$ cat src/rtl/pfc_gate_pkg.sv
package pfc_gate_pkg;

  typedef enum logic [1:0] {ST_IDLE, ST_ON, ST_OFF} seqState_t;

  // strobes from control to datapath
  typedef struct packed {
    logic clrCnt;
    logic incCnt;
    logic latchOn;
    logic gateSet;
    logic gateClr;
  } ctrlStrobe_t;

  // conditions from datapath to control
  typedef struct packed {
    logic halt;
    logic zcdFall;
    logic ocpHit;
    logic onDone;
    logic offReady;
    logic restartDue;
    logic reqZero;
  } dpStatus_t;

  // nanoseconds to clock cycles, rounded up
  function automatic int nsToCyc(longint hz, longint ns);
    return int'((hz * ns + 64'd999_999_999) / 64'd1_000_000_000);
  endfunction

endpackage

$ cat src/rtl/pfc_gate_dp.sv
module pfc_gate_dp
  import pfc_gate_pkg::*;
#(
  parameter int ON_W      = 16,
  parameter int CNT_W     = 16,
  parameter int DIS_W     = 16,
  parameter int INH_CYC   = 250,
  parameter int RST_CYC   = 50000,
  parameter int MAXON_CYC = 2500,
  parameter int BLANK_CYC = 18,
  parameter int DIS_CYC   = 15000
) (
  input  logic            clk,
  input  logic            rstN,
  input  logic            enable,
  input  logic            zcdFlag,
  input  logic            ocpFlag,
  input  logic            disFlag,
  input  logic [ON_W-1:0] onReq,
  input  ctrlStrobe_t     strb,
  output dpStatus_t       st,
  output logic            gateOut
);
  localparam logic [CNT_W-1:0] INH_M1  = CNT_W'(INH_CYC - 1);
  localparam logic [CNT_W-1:0] RST_M1  = CNT_W'(RST_CYC - 1);
  localparam logic [CNT_W-1:0] MAXON_V = CNT_W'(MAXON_CYC);
  localparam logic [CNT_W-1:0] BLANK_V = CNT_W'(BLANK_CYC);
  localparam logic [DIS_W-1:0] DIS_V   = DIS_W'(DIS_CYC);

  logic             zcdPrev;
  logic [DIS_W-1:0] disCnt;
  logic [CNT_W-1:0] cnt;
  logic [CNT_W-1:0] onLen;
  logic             gateQ;
  logic             stopped;

  assign stopped = (disCnt == DIS_V);

  always_ff @(posedge clk or negedge rstN) begin
    if (!rstN) begin
      zcdPrev <= 1'b0;
      disCnt  <= '0;
    end else begin
      zcdPrev <= zcdFlag;
      if (!disFlag)      disCnt <= '0;
      else if (!stopped) disCnt <= disCnt + DIS_W'(1);
    end
  end

  always_ff @(posedge clk or negedge rstN) begin
    if (!rstN) begin
      cnt   <= '0;
      onLen <= '0;
      gateQ <= 1'b0;
    end else begin
      if (strb.clrCnt)      cnt <= '0;
      else if (strb.incCnt) cnt <= cnt + CNT_W'(1);
      if (strb.latchOn) begin
        if (32'(onReq) > MAXON_CYC) onLen <= MAXON_V;
        else                        onLen <= CNT_W'(onReq);
      end
      if (strb.gateClr)      gateQ <= 1'b0;
      else if (strb.gateSet) gateQ <= 1'b1;
    end
  end

  always_comb begin
    st.halt       = !enable || stopped;
    st.zcdFall    = zcdPrev && !zcdFlag;
    st.ocpHit     = ocpFlag && (cnt >= BLANK_V);
    st.onDone     = (cnt == onLen - CNT_W'(1));
    st.offReady   = (cnt >= INH_M1);
    st.restartDue = (cnt >= RST_M1);
    st.reqZero    = (onReq == '0);
  end

  assign gateOut = gateQ;

endmodule

$ cat src/rtl/pfc_gate_ctrl.sv
module pfc_gate_ctrl
  import pfc_gate_pkg::*;
(
  input  logic        clk,
  input  logic        rstN,
  input  dpStatus_t   st,
  output ctrlStrobe_t strb
);
  seqState_t state, nxt;

  always_ff @(posedge clk or negedge rstN) begin
    if (!rstN) state <= ST_IDLE;
    else       state <= nxt;
  end

  always_comb begin
    nxt  = state;
    strb = '0;
    if (st.halt) begin
      nxt          = ST_IDLE;
      strb.gateClr = 1'b1;
      strb.clrCnt  = 1'b1;
    end else begin
      unique case (state)
        ST_IDLE: begin
          nxt         = ST_OFF;
          strb.clrCnt = 1'b1;
        end
        ST_ON: begin
          if (st.onDone || st.ocpHit) begin
            nxt          = ST_OFF;
            strb.gateClr = 1'b1;
            strb.clrCnt  = 1'b1;
          end else begin
            strb.incCnt = 1'b1;
          end
        end
        ST_OFF: begin
          if ((st.zcdFall && st.offReady) || st.restartDue) begin
            strb.clrCnt = 1'b1;
            if (!st.reqZero) begin
              nxt          = ST_ON;
              strb.gateSet = 1'b1;
              strb.latchOn = 1'b1;
            end
          end else begin
            strb.incCnt = 1'b1;
          end
        end
        default: nxt = ST_IDLE;
      endcase
    end
  end

endmodule

$ cat src/rtl/pfc_gate_seq.sv
module pfc_gate_seq
  import pfc_gate_pkg::*;
#(
  parameter longint CLK_HZ     = 100_000_000,
  parameter int     ON_W       = 16,
  parameter int     INHIBIT_NS = 2_500,
  parameter int     RESTART_NS = 500_000,
  parameter int     MAX_ON_NS  = 25_000,
  parameter int     BLANK_NS   = 180,
  parameter int     DISABLE_NS = 150_000
) (
  input  logic            clk,
  input  logic            rstN,
  input  logic            enable,
  input  logic            zcdFlag,
  input  logic            ocpFlag,
  input  logic            disFlag,
  input  logic [ON_W-1:0] onReq,
  output logic            gateOut
);
  localparam int INH_CYC   = nsToCyc(CLK_HZ, INHIBIT_NS);
  localparam int RST_CYC   = nsToCyc(CLK_HZ, RESTART_NS);
  localparam int MAXON_CYC = nsToCyc(CLK_HZ, MAX_ON_NS);
  localparam int BLANK_CYC = nsToCyc(CLK_HZ, BLANK_NS);
  localparam int DIS_CYC   = nsToCyc(CLK_HZ, DISABLE_NS);
  localparam int CNT_MAX   = (RST_CYC > MAXON_CYC) ? RST_CYC : MAXON_CYC;
  localparam int CNT_W     = $clog2(CNT_MAX + 1);
  localparam int DIS_W     = $clog2(DIS_CYC + 1);

  ctrlStrobe_t strb;
  dpStatus_t   st;

  pfc_gate_ctrl u_ctrl (
    .clk  (clk),
    .rstN (rstN),
    .st   (st),
    .strb (strb)
  );

  pfc_gate_dp #(
    .ON_W(ON_W), .CNT_W(CNT_W), .DIS_W(DIS_W),
    .INH_CYC(INH_CYC), .RST_CYC(RST_CYC), .MAXON_CYC(MAXON_CYC),
    .BLANK_CYC(BLANK_CYC), .DIS_CYC(DIS_CYC)
  ) u_dp (
    .clk     (clk),
    .rstN    (rstN),
    .enable  (enable),
    .zcdFlag (zcdFlag),
    .ocpFlag (ocpFlag),
    .disFlag (disFlag),
    .onReq   (onReq),
    .strb    (strb),
    .st      (st),
    .gateOut (gateOut)
  );

endmodule

$ cat config.mk
export PLATFORM = sky130hd
export DESIGN_NAME = pfc_gate_seq
export DESIGN_NICKNAME = d
export VERILOG_FILES = /design/src/rtl/pfc_gate_pkg.sv /design/src/rtl/pfc_gate_dp.sv /design/src/rtl/pfc_gate_ctrl.sv /design/src/rtl/pfc_gate_seq.sv
export SDC_FILE = /design/constraint.sdc
export NUM_CORES = 1
export LEC_CHECK = 0
export ABC_AREA = 1
export BUFFER_PORTS_ARGS = -buffer_cell sky130_fd_sc_hd__buf_4
export CAP_MARGIN = 10
export CELL_PAD_IN_SITES_DETAIL_PLACEMENT = 1
export CELL_PAD_IN_SITES_GLOBAL_PLACEMENT = 1
export CORE_MARGIN = 8
export CORE_UTILIZATION = 44
export DETAILED_ROUTE_END_ITERATION = 10
export HOLD_SLACK_MARGIN = 0.05
export PLACE_DENSITY_LB_ADDON = 0.1
export SLEW_MARGIN = 20
export SYNTH_ARGS = -nofsm -noshare
export SYNTH_HDL_FRONTEND = slang
export SYNTH_HIERARCHICAL = 1
export SYNTH_SLANG_ARGS = --single-unit
$ cat constraint.sdc
create_clock -name clk -period 3.45 [get_ports clk]
set_clock_uncertainty 0.05 [all_clocks]
set_input_delay 0.5175 -clock clk [delete_from_list [all_inputs] [get_ports clk]]
set_output_delay 0.5175 -clock clk [all_outputs]
set_load 0.02 [all_outputs]
# Word-level counts from Yosys, hierarchy flattened
# Index checks and enable logic that the tools add are counted.
# totals
ff_bits	50
input_bits	22
output_inout_bits	1
wordCells	59
# op_classes
addsub	3
magnitude_cmp	4
n_eq_ne	8
muxes	25
n_reduce_logical	13
# ops
operator	n
$mux W16	3
$mux W14	2
$add A16 B1 Y16 const B	1
$eq A16 B16 Y1	1
$ge A16 B16 Y1 const B	1
$ge A16 B5 Y1 const B	1
$ge A16 B8 Y1 const B	1
$gt A16 B12 Y1 const B	1
$logic_not A16 Y1	1
$sub A16 B1 Y16 const B	1
$add A14 B1 Y14 const B	1
$eq A14 B14 Y1 const B	1
$mux W2	7
$mux W1	9
$ne A3 B2 Y1 const B	2
$pmux W2 S3	1
$reduce_bool A2 Y1	2
$logic_and A1 B1 Y1	3
$logic_or A1 B1 Y1	3
$mux W3	1
$ne A3 B3 Y1 const B	1
$pmux W1 S3	1
$reduce_and A3 Y1	1
$eq A2 B1 Y1 const B	1
5 further kinds	6

# Longest topological paths before layout
# Gate-level depths: netlist of run 1.
# logic_depth
depth_word	9
ltp_mapped	26
mapped_depth_nobuf	26

# Modules after synthesis
# Netlist of run 1, hierarchy kept.
# modules_own_cells
mod	instances	cells_per_inst	area_each_um2
pfc_gate_dp	1	423	3069.2
pfc_gate_ctrl	1	41	255.2

# Worst setup path after synthesis of run 1
# Ideal clock, no wire load.
# synth_path
path_kind	register to register
startpoint	register u_dp.onLen[0]
endpoint	register u_dp.cnt[14]
t_arrival_ps	2682
required_time_ps	3275
slack_ps	593
stages_incl_launch_ff	26
path_buffers	0
period_less_slack_ps	2857
path_cell_list	dfrtp_1 inv_1 ha_1 nand2_1 nor2_1 o21ai_0 nand2_1 nand2_1 nor2_1 nand2_1 nor2_1 nand3_1 nor2_1 o21ai_0 nand3b_1 nand2_1 nand2_1 nor2_2 nor2_2 nand2_2 nor2_4 nand2_2 nor2_4 nand2_1 o21ai_1 a21oi_1
# synth_lines
element	line_no	rtl
start, declared	pfc_gate_dp.sv:33	logic [CNT_W-1:0] onLen;
start signal, assigned	pfc_gate_dp.sv:60	else onLen <= CNT_W'(onReq);
end signal, assigned	pfc_gate_dp.sv:57	else if (strb.incCnt) cnt <= cnt + CNT_W'(1);
end, declared	pfc_gate_dp.sv:32	logic [CNT_W-1:0] cnt;

==> impl.org, run 1 <==
** Run status
- The run finished with clean final reports.

** Place
- In this run the cell area measured after placement is 3597 sq um.
- OpenSTA, run right after detailed placement, puts the worst setup slack at roughly 240 ps.
- Total instance count after detailed placement :: 580
- At the end of routability-driven placement, the weighted congestion stood at 0.9087.
- Buffers placed on the I/O ports in this run total 22.
- HPWL reported at the end of detailed placement :: 7032 microns

** Global routing
- The number of antenna violations at the first check in global routing is 0.
- Wire length of the first global-routing pass :: around 15000 microns
- Summed over all layers, the global routing overflow is 0.
- In the global route stage, overall resource usage came out at 0.1828.
- Entering global routing, the biggest net connects 51 pins.
- The number of global-route vias before repair was roughly 3300.

** Power
- Combinational share of power :: 0.083
- Clock network power share :: 0.383
- Across the VDD grid, the largest voltage drop is 0.1587 mV.
- Internal cell power :: 0.0008405 W
- Flop pwr share :: 0.534
- For this design the static power due to leakage is approximately 1.8 nW.
- Pwr/cell area :: 299.6 nW/um^2
- Of the total power, the share spent switching nets is 0.2471.
- The analysis attributes to net switching a power of 0.0002759 W.

** Clocking
- Max Buffers Root-to-Sink :: 2
- CTS placed an instance of sky130_fd_sc_hd__clkbuf_8 at the clock tree root.
- Clock tree synthesis found a total of 50 sinks.
- Total CTS buffers :: 5
- # H-tree levels :: 2
- Clock-pin slew of the registers on the worst-case setup and hold paths :: 100 ps
- At the later pin of the worst-skew pair, clock insertion delay measures around 310 ps.
- TritonCTS built the clock tree.
- Post-CTS Hold Buffers :: 0

** Layout
- The net count of the finished layout is 522.
- After routing the design area is 3726 sq um.
- The finished layout holds between 500 and 600 standard cells, fillers aside.
- The number of antenna diodes in the final layout is 0.
- Fraction of layout instances using a drive strength above 1 :: 0.1306
- Relative to the synthesized area, the layout overhead comes to 12.08%.
- Measured on the finished design, the core utilization comes to 0.5110.

** Critical path
- Reg-to-reg endpoint :: u_dp/cnt[14]$_DFFE_PN0P_
- STA classifies the critical path endpoint as a register.
- In this design, the critical path's most frequently occurring cell is sky130_fd_sc_hd__nor2_2.
- Max stage delay cell, worst path :: sky130_fd_sc_hd__dfrtp_1
- Across all register-to-register paths, the minimum setup slack is 330 ps.
- The critical path in this run is classified as reg2reg.
- STA puts the critical path data required time at 3600 ps.
- Worst Path Arrival :: 3270 ps
- Crit start category :: register
- In this run the critical register-to-register path is launched from u_dp/onLen[3]$_DFFE_PN0P_.
- Cells along the critical path :: nor2_2 -> nand2_2 -> nor3_2 -> nand3_1 -> xor2_1 -> nand3_1 -> nor2_2 -> nor2_1 -> nand2_1 -> a21boi_0 -> buf_4 -> nor2_2 -> nor2_2 -> nand2_2 -> nor2_4 -> nand2_2 -> nor2_4 -> nand2_1 -> o21ai_1 -> a21oi_1
- For this run, the slowest stage of the critical path takes 480 ps.
- The number of cells on the worst reg-to-reg path is 20.
- Crit-path max FO :: 5

** Synth
- Number of synthesized flops with an enable pin :: 0
- Number of distinct standard cells referenced by the synthesized netlist :: about 40
- The share of the Yosys chip area taken by registers is 0.3764.
- The cell area that synthesis handed to floorplanning was 3324 sq um.
- Of the post-synthesis cell area, the dominant cell type holds 0.3764.
- Avg Cell Area, Syn :: 7.165 sq um
- sky130_fd_sc_hd__nand2_1 is the most common cell in the netlist.
- Leading cell types by count after synthesis :: 95 x sky130_fd_sc_hd__nand2_1, 71 x sky130_fd_sc_hd__nor2_1, 68 x sky130_fd_sc_hd__inv_1
- In this run, synthesis produced a sequential element count of 50.
- Synthesized netlist net count :: 497
- Dominant register cell in the synthesized netlist :: sky130_fd_sc_hd__dfrtp_1
- In the post-synthesis netlist, the biggest area contributors are sky130_fd_sc_hd__dfrtp_1 38%, sky130_fd_sc_hd__nand2_1 11%, sky130_fd_sc_hd__nor2_1 8.0%, sky130_fd_sc_hd__inv_1 7.7%, sky130_fd_sc_hd__nand3_1 4.4%.
- Async SR Flop Fraction :: 1.000
- Synth Warn # :: 6
- Synthesized instance count :: 464
- Library cell with the largest summed area after synthesis :: sky130_fd_sc_hd__dfrtp_1

** STA
- Setup violations remaining at the end of the flow were counted as 0.
- Based on the critical path, the design can be clocked at up to 320.4 MHz.
- Sum of negative setup slack :: 0 ps
- Pin slew with the least headroom to its limit :: 730.4 ps
- The worst path meets setup with 329.2 ps of slack.
- Pins over their slew limit :: 0
- Measured against its own limit, the worst slew margin works out to 0.5086.
- The count of final hold-check violations came to 0.
- Dividing the final minimum period by the clock period gives 0.9046.
- Final Critical Period :: 3121 ps

** Routing
- For this block, the initial DRC count from the detailed router was 94.
- The pre-antenna-repair detailed-routing pass consisted of 4 iterations.
- Routed wirelength normalized by instance count :: approximately 15 microns
- Wires add up to around 9000 microns.
- Summing over every cut layer, the via total after detailed routing is 3041.
- DRT antenna net count :: 0
- Post-DR vias/cell :: ~5.2
- Count of unresolved DRC violations after routing :: 0

** Floorplanning
- Die outline area :: 10590 sq um
- From bottom edge to top edge, the die measures around 100 microns.
- Core area :: 7292 sq um
- The initial utilization of the core area, before any placement, comes to 0.4559.
- Number of top-level pins :: 23
- Row Count :: 31
- In this run the horizontal extent of the chip is around 100 microns.

** Run
- Across the run, the number of max-cap violations was 0.

** Worst hold path
- Hold Path Class :: in2async
routing by layer:
| layer | part of all wire | track usage |
|---|---|---|
| met3 | 0.020 | 0.02566 |
| met5 | 0 | 0 |
| met2 | 0.53 | 0.3385 |
| met4 | 0.0064 | 0.03560 |
| met1 | 0.44 | 0.2181 |
worst max-delay path: cells and delay by family, from the launching register on:
family,cells,cell delay (ps)
xor gates and xnor gates,1,170
buffers and inverters,1,160
AOI/OAI and AO/OA,3,380
DFF,1,480
and+or+nand+nor,15,1770
cells by family (layout without fill, tap and decap cells):
| family | Yosys count | count (layout) | share of synthesized area |
|---|---|---|---|
| buf+inv | 76 | 102 | 0.08731 |
| fa+ha+maj | 11 | 11 | 0.04140 |
| flops | 50 | 50 | 0.3764 |
| simple gates | 241 | 241 | 0.3323 |
| compound gates | 70 | 70 | 0.1182 |
| xor+xnor | 16 | 16 | 0.04441 |
flip-flops by register name, summed over array words and instances, names as in the netlist:
name / flops
u_dp/zcdPrev: 1
u_ctrl/state: 2
u_dp/onLen: 16
u_dp/cnt: 16
u_dp/disCnt: 14
u_dp/gateOut: 1
power groups by stage:
stage	logic [W]	registers (W)	clock network, W
2_1_floorplan	0.0000434	0.000607	0
3_3_place_gp	0.0000870	0.000608	0
3_5_place_dp	0.0000915	0.000608	0
4_1_cts	0.0000920	0.000597	0.000437
5_1_grt	0.000105	0.000598	0.000458
6_report	0.0000922	0.000597	0.000428
stage by stage:
step,hold slack (ps),total power [W]
after floorplan,171.9,0.0006501
after global routing,230.2,0.001161
after CTS,200.9,0.001126
after detailed placement,452.0,0.0006997
after global placement,442.8,0.0006945
final,179.1,0.001116
repair_timing:
item	4_1_cts	5_1_grt
setup endpoints to repair	0	8
buffers inserted	0	1
gates resized for setup	0	5
worst max-delay path by stage:
stage | startpoint | endpoint | slack (ps)
3_3_place_gp | u_dp/onLen[1]$_DFFE_PN0P_ | u_dp/cnt[14]$_DFFE_PN0P_ | 400
2_1_floorplan | u_dp/onLen[0]$_DFFE_PN0P_ | u_dp/cnt[14]$_DFFE_PN0P_ | 590
5_1_grt | u_dp/onLen[1]$_DFFE_PN0P_ | u_dp/cnt[14]$_DFFE_PN0P_ | -20
4_1_cts | u_dp/onLen[1]$_DFFE_PN0P_ | u_dp/cnt[14]$_DFFE_PN0P_ | 220
3_5_place_dp | u_dp/onLen[1]$_DFFE_PN0P_ | u_dp/cnt[14]$_DFFE_PN0P_ | 240
6_report | u_dp/onLen[3]$_DFFE_PN0P_ | u_dp/cnt[14]$_DFFE_PN0P_ | 330
cell usage in the layout, fill, tap and decap left out, types with 2 or more instances in the layout:
cell and instances:
sky130_fd_sc_hd__nand2_2 4, sky130_fd_sc_hd__o21a_1 2, sky130_fd_sc_hd__nor2_4 6, sky130_fd_sc_hd__o22ai_1 4, sky130_fd_sc_hd__nand3_1 29, sky130_fd_sc_hd__clkinv_2 2
sky130_fd_sc_hd__nor2_1 70, sky130_fd_sc_hd__o21ai_1 2, sky130_fd_sc_hd__nand2_4 3, sky130_fd_sc_hd__a21oi_1 24, sky130_fd_sc_hd__inv_1 68, sky130_fd_sc_hd__buf_4 25
sky130_fd_sc_hd__nand2_1 94, sky130_fd_sc_hd__a31oi_1 3, sky130_fd_sc_hd__nor2_2 10, sky130_fd_sc_hd__o21ai_0 27, sky130_fd_sc_hd__ha_1 10, sky130_fd_sc_hd__nor3_1 7
sky130_fd_sc_hd__nand4_1 6, sky130_fd_sc_hd__nor4_1 3, sky130_fd_sc_hd__nand3b_1 2, sky130_fd_sc_hd__xnor2_1 3, sky130_fd_sc_hd__nor3b_1 2, sky130_fd_sc_hd__clkbuf_8 5
sky130_fd_sc_hd__dfrtp_1 50, sky130_fd_sc_hd__xor2_1 12
layout make-up:
class                           count  area, sq um
Multi-Input combinational cell    338         1795
Inverter                           69        259.0
Clock buffer                        5        68.82
Tap cell                           99        123.9
Sequential cell                    50         1251
Fill cell                         999         3566
Clock inverter                      3        40.04
Timing Repair Buffer               25        187.7
No activity file was read; power rests on OpenSTA's default activity.
==> inputs of run 2 (changes only) <==
--- a/config.mk
+++ b/config.mk
@@ -9,9 +9,9 @@
 export BUFFER_PORTS_ARGS = -buffer_cell sky130_fd_sc_hd__buf_4
 export CAP_MARGIN = 10
 export CELL_PAD_IN_SITES_DETAIL_PLACEMENT = 1
-export CELL_PAD_IN_SITES_GLOBAL_PLACEMENT = 1
+export CELL_PAD_IN_SITES_GLOBAL_PLACEMENT = 2
 export CORE_MARGIN = 8
-export CORE_UTILIZATION = 44
+export CORE_UTILIZATION = 35
 export DETAILED_ROUTE_END_ITERATION = 10
 export HOLD_SLACK_MARGIN = 0.05
 export PLACE_DENSITY_LB_ADDON = 0.1
==> run 2 against run 1 <==
Net effect: setup slack better by 82 ps; register-to-register slack better by 80 ps; combinational power is 3.0% higher; sequential power is essentially flat; via count hardly changed; clock power barely moved; critical path depth is 4 higher; first-iteration DRC count fell by 2.1%; maximum frequency rose by 2.7%; worst hold slack worse by 0.93 ps; critical endpoint unchanged.
==> impl.org, run 2 (synthesis results as in run 1) <==
** Run
- The tool flagged a number of max-cap violations equal to 0.

** Routing
- DRT antenna net count :: 0
- Routed wirelength normalized by instance count :: roughly 15 microns
- The detailed router finished its first iteration with slightly above 90 violations.
- Overall routed net length :: 9297 microns
- Initial DRT Pass Iterations :: 4
- Post-DR vias/cell :: 4.903
- The routed layout has approximately 3000 vias.
- Count of unresolved DRC violations after routing :: 0

** Worst hold path
- Hold Path Class :: in2async

** Run status
- The flow ran to the end, and the final reports show no timing, DRC or antenna violations.

** Clocking
- The clock reaches the later pin of the worst-skew pair after 310 ps.
- In this run, CTS created clock tree buffers numbering 5.
- # H-tree levels :: 2
- Sinks on Clock Net :: 50
- CTS tree :: built
- Clock-pin slew of the registers on the worst-case setup and hold paths :: 100 ps
- No sink is reached through more buffers than the 2 on the longest clock path.
- CTS placed an instance of sky130_fd_sc_hd__clkbuf_8 at the clock tree root.

** Power
- Pwr/cell area :: roughly 300 nW/um^2
- Summed over all cells, the static leakage comes to 1.798 nW.
- The worst-case IR drop observed on VDD is 0.1331 mV.

** STA
- For the finished layout, the period the worst path requires is 3039 ps.
- Setup repair after global routing left no endpoint under its margin.
- The count of final hold-check violations came to 0.
- Setup violations remaining at the end of the flow were counted as 0.
- Pins over their slew limit :: 0
- In the finished design, the share of the clock period the worst path needs comes to 0.8808.
- Pin slew with the least headroom to its limit :: 661.7 ps
- Headroom to the max-slew limit :: 0.5589
- Sum of negative setup slack :: 0 ps
- Derived from the worst setup path, the maximum achievable clock frequency is around 330 MHz.
- Minimum setup slack in the final design :: 411.1 ps

** Global routing
- GRT overflow :: 0
- Number of antenna violations at the first check in global routing :: 0
- Entering global routing, the biggest net connects between 50 and 60 pins.
- The number of global-route vias before repair is around 3300.
- The first global-routing pass estimated 15950 microns of wire.
- Overall global routing resource usage :: 0.1534

** Critical path
- Of all nets on the critical path, the largest fanout is 5.
- Worst setup path category :: reg2reg
- Count of buffer and inverter cells on the critical path :: 1
- Among the stages of the critical path, the cell type that occurs most often is sky130_fd_sc_hd__nand2_1.
- Worst path top cell family by delay :: simple AND/OR/NAND/NOR gates
- Data on the critical path is required at its endpoint by between 3000 and 4000 ps.
- Crit. End Element :: register
- Cells along the critical path :: inv_1 -> ha_2 -> xor2_1 -> nand2_1 -> nor2_1 -> nand2_1 -> nor2_1 -> nand2_1 -> nor2_1 -> nand3_1 -> nor2_2 -> o21ai_1 -> nand3b_1 -> nand2_1 -> nand2_2 -> nor2_2 -> nor2_2 -> nand2_2 -> nor2_4 -> nand2_2 -> nor2_4 -> nand2_1 -> o21ai_1 -> a21oi_1
- For this design, the slowest cell found on the critical path is sky130_fd_sc_hd__dfrtp_1.
- On the worst path, the slowest cell contributes a delay of 370 ps.
- Worst Path Arrival :: 3190 ps
- Crit start category :: register

** Floorplanning
- From left edge to right edge, the die measures 113.5 microns.
- Core area :: slightly above 9000 sq um
- The initial utilization of the core area, before any placement, comes to 0.3598.
- In this run the core area contains 35 standard-cell rows.
- Vertical die dimension :: 113.5 microns
- The die covers 12870 sq um.
- Number of top-level pins :: 23

** Layout
- Commonest cells after routing, fill and taps aside :: 94 x sky130_fd_sc_hd__nand2_1, 69 x sky130_fd_sc_hd__nor2_1, 68 x sky130_fd_sc_hd__inv_1
- After filler insertion, the fill cell instance count of the layout stands at 1184.
- Synth-to-Final Area Change :: 14.00%
- The final layout contains ~520 nets.
- Leaving out fill and tap cells, the most frequent cell in the layout is sky130_fd_sc_hd__nand2_1.
- The repair_antennas step left the layout with diodes totalling 0.
- Of the cells placed in the final design, the portion with a size suffix greater than 1 is 0.1385.
- In the final layout, the registers with the most flip-flops are u_dp/cnt x16, u_dp/onLen x16, u_dp/disCnt x14.

** Place
- Setup slack at placement :: roughly 240 ps
- Weighted congestion reported at the end of routability-driven placement :: between 0.8 and 0.9
- HPWL reported at the end of detailed placement :: 7427 microns
- The count of buffers added on input and output ports is 22.
-- run 2: layout make-up --
cell class | count | area (sq um) | area share
multi-input cells | 338 | 1812 | 0.4780
flip-flops and latches | 50 | 1252 | 0.3305
inverters | 69 | 259.0 | 0.06834
repair buffers | 26 | 195.2 | 0.05150
well taps | 129 | 161.4 | 0.04259
clock buffers | 6 | 72.57 | 0.01915
clock inverters | 2 | 37.54 | 0.009904
-- run 2: through the flow --
stage / total power [W] / instance area [sq um] / utilization / hold slack [ps] / instances
3_3_place_gp: 0.0007022 / 3642 / 0.3942 / 437.3 / 611
5_1_grt: 0.001171 / 3790 / 0.4102 / 230.7 / 620
2_1_floorplan: 0.0006501 / 3324 / - / 171.9 / 464
6_report: 0.001122 / 3790 / 0.4102 / 178.1 / 620
3_5_place_dp: 0.0007031 / 3642 / 0.3942 / 452.3 / 611
4_1_cts: 0.001145 / 3752 / 0.4061 / 201.5 / 619
-- run 2: timing repair --
action                                  4_1_cts  5_1_grt
buffers inserted                              0        1
endpoints found under the setup margin        0        5
hold endpoints to repair                      0        0
resized for setup                             0       10
hold buffers                                  0        0
-- run 2: report_power, final --
group          switching (W)  leakage [nW]  internal [W]
clock               0.000214        0.0514      0.000217
combinational      0.0000587          1.10     0.0000363
sequential        0.00000546         0.649      0.000591
total               0.000278          1.80      0.000844
-- run 2: worst paths after layout --
path,from,end,slack (ps),cells past startpoint
worst max register to register,u_dp/onLen[0]$_DFFE_PN0P_,u_dp/cnt[14]$_DFFE_PN0P_,410,24
min in group clk,zcdFlag,u_dp/zcdPrev$_DFF_PN0_,270,1
worst min register to register,u_dp/gateOut$_DFFE_PN0P_,u_dp/gateOut$_DFFE_PN0P_,470,2
worst max-delay path,u_dp/onLen[0]$_DFFE_PN0P_,u_dp/cnt[14]$_DFFE_PN0P_,410,24
worst min-delay path,rstN,u_dp/gateOut$_DFFE_PN0P_,180,1
max in group asynchronous,rstN,u_dp/onLen[2]$_DFFE_PN0P_,2690,1
-- run 2: routing by layer --
metal,vias to the layer above,wire length (microns),GRT usage
li1,1526,-,-
met1,1481,4188,0.1818
met5,-,0,0
met3,12,129,0.02060
met2,21,4805,0.2789
met4,0,174,0.04796
==> inputs of run 3 (changes only) <==
--- a/config.mk
+++ b/config.mk
@@ -15,6 +15,7 @@
 export DETAILED_ROUTE_END_ITERATION = 10
 export HOLD_SLACK_MARGIN = 0.05
 export PLACE_DENSITY_LB_ADDON = 0.1
+export RECOVER_POWER = 25
 export SLEW_MARGIN = 20
 export SYNTH_ARGS = -nofsm -noshare
 export SYNTH_HDL_FRONTEND = slang
==> run 3 against run 2 <==
Net effect: sequential power hardly changed; first-iteration DRC count did not move; cell count unchanged; total power is essentially flat; critical path type unchanged; critical endpoint unchanged; largest cell class unchanged.
==> impl.org, run 3 (synthesis results as in run 1) <==
** Run status
- The flow ran to the end, and the final reports show no timing, DRC or antenna violations.

** Global routing
- Routing usage on met1 :: 0.1818
- After global routing the overflow that remains totals 0.
- Overall global routing resource usage :: 0.1534
- Number of antenna violations at the first check in global routing :: 0
- Wire length of the first global-routing pass :: 15950 microns
- Pin count of the biggest net entering global routing :: 51
- For met3 alone, demand over resource in global routing was 0.02060.
- Via count of the first global-routing pass :: 3259
- The layer flagged by global routing as most heavily used is met2.
- For this run, global-route usage on met2 was measured as 0.2789.

** Routing
- Overall routed net length :: approximately 9300 microns
- DRT antenna net count :: 0
- In the routed layout, each cell is associated on average with a via count of ~4.9.
- Count of unresolved DRC violations after routing :: 0
- The pre-antenna-repair detailed-routing pass consisted of 4 iterations.
- Drt initial violations :: 92
- After detailed routing, the average wire length per cell comes to 15.00 microns.
- Detailed routing inserted a total of 3041 vias.

** Clocking
- Max Buffers Root-to-Sink :: 2
- Library cell used as clock root buffer :: sky130_fd_sc_hd__clkbuf_8
- # H-tree levels :: 2
- The tree built by TritonCTS fans out to 50 sinks.
- The number of clock buffers added by TritonCTS is 5.
- TritonCTS built the clock tree.
- Later-pin clock latency in the skew report :: 310 ps
- Clock-pin slew of the registers on the worst-case setup and hold paths :: 100 ps
- Post-CTS Hold Buffers :: 0

** Layout
- Once layout is complete, the cells apart from fillers number 620.
- Number of diodes added for antenna fixing :: 0
- Most common cell after layout, fill and taps aside :: sky130_fd_sc_hd__nand2_1
- The final layout contains ~520 nets.
- In the layout the commonest cells are 94 x sky130_fd_sc_hd__nand2_1, 69 x sky130_fd_sc_hd__nor2_1, 68 x sky130_fd_sc_hd__inv_1.
- In the final layout, the registers with the most flip-flops are u_dp/cnt x16, u_dp/onLen x16, u_dp/disCnt x14.
- Relative to the synthesized area, the layout overhead comes to 13.93%.
- Post-route cell area :: 3787 sq um
- Fraction of layout instances using a drive strength above 1 :: 0.1385

** Worst hold path
- The min-delay analysis places its worst path in the category in2reg.
- Along the worst hold path, the cell count comes to 1.
- HP Start :: zcdFlag
- WHS Endpoint :: u_dp/zcdPrev$_DFF_PN0_

** Critical path
- Data on the critical path is required at its endpoint by ~3600 ps.
- In this run the worst setup path begins at u_dp/onLen[0]$_DFFE_PN0P_.
- The critical path in this run is classified as reg2reg.
- Worst Path Arrival :: 3190 ps
- Crit. End Element :: register
- The worst register-to-register path has a setup slack of 410 ps.
- Reg-to-reg endpoint :: u_dp/cnt[14]$_DFFE_PN0P_
- Beginning of the worst register-to-register path :: u_dp/onLen[0]$_DFFE_PN0P_
- In this run the worst path has a maximum fanout of 5.
- Crit start category :: register
- Worst reg2reg path depth :: 24

** Power
- The design draws ~0.0011 W.
- The worst-case IR drop observed on VDD is 0.1331 mV.
- For this design the static power due to leakage is 1.797 nW.
- Pwr/cell area :: 296.5 nW/um^2

** STA
- Setup violations remaining at the end of the flow were counted as 0.
- Tcrit/Tclk final :: 0.8816
- In the final timing run, aggregate negative setup slack is 0 ps.
- Final Critical Period :: roughly 3000 ps
- Derived from the worst setup path, the maximum achievable clock frequency is about 330 MHz.
- Setup repair after global routing left no endpoint under its margin.
- The count of final hold-check violations is 0.
- The worst pin sits at a relative slew slack of 0.1356.
- At the pin with the least slew margin, the transition time is around 1300 ps.
- The number of max-slew violations in the final report came to 0.
- Once routing completed, OpenROAD measured the worst setup slack at 408.6 ps.

** Floorplanning
- Floorplan die width :: 113.5 microns
- In this run the count of I/O pins placed on the die edge is 23.
- Starting density of the core :: 0.3598
- The die is roughly 110 microns tall.
- Row Count :: 35
- The floorplan step defined a core boundary enclosing 9240 sq um.
- Die outline area :: 12870 sq um

** Place
- Count of buffers from port buffering :: 22
- Detailed placement finished with a half-perimeter wire length of 7427 microns.
- Weighted congestion reported at the end of routability-driven placement :: 0.8076
- Total instance count after detailed placement :: 611
- Placed Instance Area :: between 3000 and 4000 sq um
- Setup slack at placement :: around 240 ps

** Run
- Max-cap violations :: 0
==> run 3: cell types whose count changed in the layout (fill, tap and decap cells not counted), sizes merged <==
cell	change
buf	-2
clkbuf	+2
==> run 3: repair_timing <==
action                     CTS  global route
setup buffers                0             1
setup endpoints to repair    0             5
hold endpoints to repair     0             0
gates resized for setup      0            10
==> run 3: worst max-delay path by stage <==
stage	to	slack, ps	cells after the start
after global routing	u_dp/cnt[14]$_DFFE_PN0P_	30	24
after global placement	u_dp/cnt[14]$_DFFE_PN0P_	360	25
after floorplan	u_dp/cnt[14]$_DFFE_PN0P_	590	25
after detailed placement	u_dp/cnt[14]$_DFFE_PN0P_	240	25
final	u_dp/cnt[14]$_DFFE_PN0P_	410	24
after CTS	u_dp/cnt[14]$_DFFE_PN0P_	230	25
==> run 3: through the flow <==
stage / util / hold slack, ps
2_1_floorplan: - / 171.9
3_3_place_gp: 0.3942 / 437.3
3_5_place_dp: 0.3942 / 452.3
4_1_cts: 0.4061 / 201.5
5_1_grt: 0.4099 / 274.7
6_report: 0.4099 / 289.2
==> run 3: power breakdown <==
group          switching (W)   total, W  internal, W  leakage [nW]
sequential        0.00000546   0.000597     0.000591         0.649
combinational      0.0000587  0.0000946    0.0000358          1.10
clock               0.000215   0.000432     0.000217        0.0514
total               0.000279    0.00112     0.000844          1.80
==> run 3: area by class of cell <==
cell class	instances	area (sq um)
clock buffers	6	72.57
repair buffers	26	192.7
inverters	69	259.0
flip-flops and latches	50	1252
fillers	1183	5453
clock inverters	2	37.54
multi-input cells	338	1812
well taps	129	161.4
==> run 3: worst max-delay path, cell delays in order (launching register included) <==
cell and delay [ps]:
sky130_fd_sc_hd__dfrtp_1 370, sky130_fd_sc_hd__inv_1 60, sky130_fd_sc_hd__ha_2 320, sky130_fd_sc_hd__xor2_1 140
sky130_fd_sc_hd__nand2_1 70, sky130_fd_sc_hd__nor2_1 100, sky130_fd_sc_hd__nand2_1 70, sky130_fd_sc_hd__nor2_1 80
sky130_fd_sc_hd__nand2_1 60, sky130_fd_sc_hd__nor2_1 130, sky130_fd_sc_hd__nand3_1 100, sky130_fd_sc_hd__nor2_2 110
sky130_fd_sc_hd__o21ai_1 100, sky130_fd_sc_hd__nand3b_1 110, sky130_fd_sc_hd__nand2_1 70, sky130_fd_sc_hd__nand2_2 100
sky130_fd_sc_hd__nor2_2 80, sky130_fd_sc_hd__nor2_2 120, sky130_fd_sc_hd__nand2_2 100, sky130_fd_sc_hd__nor2_4 120
sky130_fd_sc_hd__nand2_2 90, sky130_fd_sc_hd__nor2_4 110, sky130_fd_sc_hd__nand2_1 80, sky130_fd_sc_hd__o21ai_1 120
sky130_fd_sc_hd__a21oi_1 50
==> run 3: layer usage <==
metal / wire length, microns / share of wire
met5: 0 / 0
met4: 174 / 0.019
met3: 126 / 0.014
met2: 4809 / 0.52
met1: 4191 / 0.45
